## config.mk

```make
export PLATFORM = sky130hd
export DESIGN_NAME = serial_run_detector
export DESIGN_NICKNAME = d
export VERILOG_FILES = /design/src/rtl/srd_pkg.sv /design/src/rtl/srd_ctrl.sv /design/src/rtl/srd_dpath.sv /design/src/rtl/serial_run_detector.sv
export SDC_FILE = /design/constraint.sdc
export NUM_CORES = 1
export LEC_CHECK = 0
export BUFFER_PORTS_ARGS = -buffer_cell sky130_fd_sc_hd__clkbuf_2
export CORE_AREA = 2 2 39 41
export CTS_CLUSTER_SIZE = 12
export DETAILED_ROUTE_END_ITERATION = 7
export DIE_AREA = 0 0 41 43
export PLACE_DENSITY_LB_ADDON = 0.05
export SYNTH_ARGS = -nofsm -noshare
export SYNTH_HDL_FRONTEND = slang
export SYNTH_SLANG_ARGS = --single-unit
```

## constraint.sdc

```tcl
create_clock -name clk -period 1.3 [get_ports clk]
set_input_delay 0.39 -clock clk [delete_from_list [all_inputs] [get_ports clk]]
set_output_delay 0.39 -clock clk [all_outputs]
set_load 0.01 [all_outputs]
```

## src/rtl/srd_pkg.sv

```systemverilog
package srd_pkg;

  localparam int STATE_W = 2;

  typedef enum logic [STATE_W-1:0] {
    ST_IDLE   = 2'b00,
    ST_SAW0   = 2'b01,
    ST_SAW01  = 2'b10,
    ST_SAW011 = 2'b11
  } srdState_e;

  typedef struct packed {
    logic      advance;
    srdState_e nextState;
    logic      hit;
  } srdStrobe_t;

endpackage

```

## src/rtl/srd_ctrl.sv

```systemverilog
module srd_ctrl
  import srd_pkg::*;
(
  input  logic       rst,
  input  logic       bitValid,
  input  logic       bitIn,
  input  srdState_e  curState,
  output srdStrobe_t strobe
);

  srdState_e onOne;

  // successor when a one arrives
  always_comb begin
    case (curState)
      ST_IDLE:   onOne = ST_IDLE;
      ST_SAW0:   onOne = ST_SAW01;
      ST_SAW01:  onOne = ST_SAW011;
      default:   onOne = ST_IDLE;
    endcase
  end

  always_comb begin
    strobe.advance   = bitValid;
    strobe.nextState = bitIn ? onOne : ST_SAW0;
    strobe.hit       = bitValid && bitIn && !rst && (curState == ST_SAW011);
  end

endmodule

```

## src/rtl/srd_dpath.sv

```systemverilog
module srd_dpath
  import srd_pkg::*;
#(
  parameter bit REG_MATCH = 1'b0
) (
  input  logic       clk,
  input  logic       rst,
  input  srdStrobe_t strobe,
  output srdState_e  curState,
  output logic       matchOut
);

  always_ff @(posedge clk) begin
    if (rst)                 curState <= ST_IDLE;
    else if (strobe.advance) curState <= strobe.nextState;
  end

  generate
    if (REG_MATCH) begin : gRegMatch
      logic hitQ;
      always_ff @(posedge clk) begin
        if (rst) hitQ <= 1'b0;
        else     hitQ <= strobe.hit;
      end
      assign matchOut = hitQ;

      // registered flag lags the combinational hit by one cycle
      assert_lagHigh_R9: assert property (@(posedge clk) disable iff (rst)
        strobe.hit |=> matchOut);
      assert_lagLow_R9: assert property (@(posedge clk) disable iff (rst)
        !strobe.hit |=> !matchOut);
    end else begin : gCombMatch
      assign matchOut = strobe.hit;
    end
  endgenerate

endmodule

```

## src/rtl/serial_run_detector.sv

```systemverilog
module serial_run_detector
  import srd_pkg::*;
#(
  parameter bit REG_MATCH = 1'b0
) (
  input  logic               clk,
  input  logic               rst,
  input  logic               bitValid,
  input  logic               bitIn,
  output logic               matchOut,
  output logic [STATE_W-1:0] stateCode
);

  srdStrobe_t strobe;
  srdState_e  curState;

  srd_ctrl uCtrl (
    .rst      (rst),
    .bitValid (bitValid),
    .bitIn    (bitIn),
    .curState (curState),
    .strobe   (strobe)
  );

  srd_dpath #(.REG_MATCH(REG_MATCH)) uDpath (
    .clk      (clk),
    .rst      (rst),
    .strobe   (strobe),
    .curState (curState),
    .matchOut (matchOut)
  );

  assign stateCode = curState;

  assert_resetState_R1: assert property (@(posedge clk)
    rst |=> stateCode == 2'b00);
  assert_resetQuiet_R1: assert property (@(posedge clk)
    rst |-> !strobe.hit);
  assert_zeroGoes01_R3: assert property (@(posedge clk) disable iff (rst)
    (bitValid && !bitIn) |=> stateCode == 2'b01);
  assert_oneAtStart_R4: assert property (@(posedge clk) disable iff (rst)
    (bitValid && bitIn && stateCode == 2'b00) |=> stateCode == 2'b00);
  assert_climbA_R5: assert property (@(posedge clk) disable iff (rst)
    (bitValid && bitIn && stateCode == 2'b01) |=> stateCode == 2'b10);
  assert_climbB_R5: assert property (@(posedge clk) disable iff (rst)
    (bitValid && bitIn && stateCode == 2'b10) |=> stateCode == 2'b11);
  assert_hitReturns_R6: assert property (@(posedge clk) disable iff (rst)
    strobe.hit |=> stateCode == 2'b00);
  assert_idleHold_R7: assert property (@(posedge clk) disable iff (rst)
    !bitValid |=> $stable(stateCode));
  assert_idleQuiet_R7: assert property (@(posedge clk) disable iff (rst)
    !bitValid |-> !strobe.hit);

endmodule

```

==> flow_summary.rst <==
.. list-table::
   :header-rows: 1

   * - Metric
     - Value
   * - Result of the run
     - finished with violations
   * - Violated checks
     - negative setup slack
   * - Register-to-register setup slack
     - between 0.1 and 0.15 ns
   * - Cell leakage power
     - around 0.00011 uW
   * - Clock period minus final worst setup slack
     - around 1.4 ns
   * - Met2 usage in global routing
     - under 10%
   * - M1 GR Usage
     - roughly 4.5%
   * - Largest register FFs
     - 2
   * - Die area
     - ~0.0018 mm2
   * - Wire length of the first global-routing pass
     - around 570 um
   * - Post-CTS Hold Fix Bufs
     - 0
   * - Synth-to-Final Area Change
     - 112%
   * - Number of nets in the finished design
     - 33
   * - Via-to-Cell Ratio
     - ~3.4
   * - Global-route usage over all layers
     - ~5.8%
   * - Family with the most delay on the worst path
     - flip-flops
   * - Die Span Y
     - about 43 um
   * - Arrival time at the worst endpoint
     - between 0.9 and 1 ns
   * - Remaining max-slew budget at the tightest pin
     - between 80% and 90%
   * - Post-detailed-route wirelength per cell
     - about 9.2 um
   * - Max Fanout on Critical Path
     - 2
   * - R2r worst-path depth
     - 5
   * - Number of violations reported at the end of detailed-routing iteration 0
     - 0
   * - Drt pass-1 iters
     - 1
   * - Register ranked first by flip-flop count
     - uDpath.curState
   * - End of the worst register-to-register path
     - uDpath.curState[1]
   * - Class of the tightest hold or removal check
     - in -> reg
   * - Seq/Total Area, Yosys
     - approximately a third
   * - Final RePlAce weighted congestion
     - 0.534
   * - Number of flip-flops and latches in the synthesized netlist
     - 2
   * - Final Hold Viols
     - 0
   * - Effective utilization at floorplan
     - under 10%
   * - I/O pin count
     - 7
   * - Total wire length
     - approximately 380 um
   * - Hold Path End
     - uDpath.curState[1]
   * - Total clock buffers created by CTS
     - 3
   * - Source of the worst register-to-register timing path
     - uDpath.curState[1]
   * - Fill cells
     - roughly 170
   * - Final number of setup-violating endpoints
     - 1
   * - Total buffers and inverters traversed by the critical path
     - 1
   * - Total overflow reported by the global router
     - 0
   * - Count of synthesis-stage warnings from yosys
     - 0
   * - H-tree Lvls
     - 1
   * - Clock Root Buffer
     - clkbuf_4
   * - Count of mapped cells out of synthesis
     - 12
   * - Number of global-route vias before repair
     - 145
   * - Maximum number of pins on one net before global-route repair
     - 5
   * - Crit path required time
     - 0.91 ns
   * - Worst-margin pin slew
     - 0.220 ns
   * - Core Area
     - between 0.001 and 0.0015 mm2
   * - CP Capture Type
     - primary output
   * - Power consumption
     - between 200 and 250 uW
   * - Start point of the critical path
     - uDpath.curState[1]
   * - Cell type of the slowest stage on the worst timing path
     - dfxtp_2
   * - Peak-usage layer in the global routing report
     - met3
   * - Post-route antenna net violation count
     - 0
   * - Maximum resistive drop on vdd
     - about 170 uV
   * - Layout cells sized above 1
     - between 60% and 70%
   * - Total area of multi-input combinational cells
     - approximately 79 um2
   * - Cell area after layout
     - approximately 240 um2
   * - Initial antenna violation count
     - 0
   * - Critical Setup Path Class
     - reg -> out
   * - Hold path startpoint
     - rst
   * - DP Area
     - 179 um2
   * - Worst path setup slack after routing
     - -0.0634 ns
   * - RSZ-0062 raised after global routing
     - yes
   * - Synthesized net count
     - 18
   * - Type of element launching the critical path
     - flop
   * - Number of maximum-capacitance constraint violations
     - 0
   * - TritonCTS Sinks
     - 2
   * - Diodes inserted
     - 0
   * - Sequential cell area
     - between 40 and 50 um2
   * - CP max stage delay
     - roughly 0.32 ns
   * - F_max
     - 0.733 GHz
   * - Utilization after layout
     - ~17%
   * - Final worst-path cycle share
     - 105%
   * - Clock-pin slew on the worst setup and hold paths
     - 0.03 ns
   * - Worst hold path cell count
     - 2
   * - Unique cell type count in the Yosys netlist
     - 9
   * - Cell-by-cell listing of the critical path
     - ha_4 -> and4b_1 -> buf_2
   * - Worst-case clock buffer depth
     - 2
   * - Vias
     - ~140
   * - Cell Area, Synth
     - 114 um2
   * - Met3 usage
     - ~7.9%
   * - Number of placement rows
     - 14
   * - Largest registers
     - uDpath.curState (2)
   * - Die boundary width
     - a little over 40 um
   * - Port Buf Inserts
     - 6
   * - Pins Over Slew Limit
     - 0
   * - Number of design rule violations left after detail routing
     - 0
   * - Clock Skew
     - ~0.0009 ns
   * - CTS tree
     - yes
   * - Clk_lat worst skew
     - approximately 0.22 ns
   * - Power per standard cell area
     - 985 mW/mm2
   * - Synthesized area per cell
     - 9.49 um2
## Yosys cell counts (all sizes together)
cell type	count	share of area, %
nand2b	1	5.5
nor2	1	3.3
dfxtp	2	35
a21oi	1	4.4
a311oi	1	7.7
nand3b	1	6.6
ha	2	22
inv	2	6.6
and4b	1	8.8
## metrics by stage
step | hold slack, ns | setup WS [ns] | TNS [ns] | cells
after floorplan | 0.459 | 0.137 | 0 | 12
after global placement | 0.564 | 0.0604 | 0 | 36
after detailed placement | 0.539 | 0.0671 | 0 | 36
after CTS | 0.349 | -0.0757 | -0.0757 | 41
after global routing | 0.347 | -0.114 | -0.132 | 41
final | 0.364 | -0.0634 | -0.0634 | 41
## placed cells by master (no fill, tap or decap)
cell type / netlist / layout
clkbuf_2: 0 / 4
clkbuf_4: 0 / 3
buf_4: 0 / 3
inv_1: 2 / 2
buf_6: 0 / 2
dfxtp_2: 0 / 2
and4b_1: 1 / 1
nand2b_1: 1 / 1
nand3b_1: 1 / 1
a21oi_1: 1 / 1
nor2_1: 1 / 1
a311oi_1: 1 / 1
ha_1: 2 / 1
ha_4: 0 / 1
buf_2: 0 / 1
## routing by layer
layer	share of wire, %	vias up
met5	0	-
met3	11	0
li1	-	69
met2	56	5
met4	0	0
met1	33	67
## worst reg2reg max path: cells and delay by family (launching register included)
kind	cells	cell delay [ns]
buffers and inverters	2	0.24
AND/OR/NAND/NOR	1	0.15
adder cells (fa/ha/maj)	1	0.25
flip-flops	1	0.32
AO/OA/AOI/OAI	1	0.14
## final cells by class
cell class              instances  share of cell area, %
multi-input cells               8                   32.6
repair buffers                 10                   29.0
flip-flops and latches          2                   17.6
clock buffers                   3                   9.33
well taps                      16                   8.29
inverters                       2                   3.11
## power breakdown
part           switching [uW]  leakage, uW  internal, uW
Sequential               3.29    0.0000172          66.0
Clock                    32.5    0.0000138           102
Combinational            15.1    0.0000823          19.4
Total                    50.8     0.000113           187
## cell families (layout without fill, tap and decap cells)
group           count (synthesis)  after routing  synth area share (%)
compound gates                  2              2                  12.1
simple gates                    4              4                  24.2
flops                           2              2                  35.2
fa+ha+maj                       2              2                  22.0
buf+inv                         2             15                  6.60
## worst max-delay path by stage
stage | to | cells past startpoint
finish | matchOut | 3
floorplan | matchOut | 2
detailed placement | matchOut | 3
CTS | matchOut | 3
global route | matchOut | 3
global placement | matchOut | 3
## what timing repair did
item | in CTS | in global routing
setup endpoints to repair | 1 | 2
resized for setup | 4 | 4
setup buffers | 2 | 0
No activity file was read; power rests on OpenSTA's default activity.
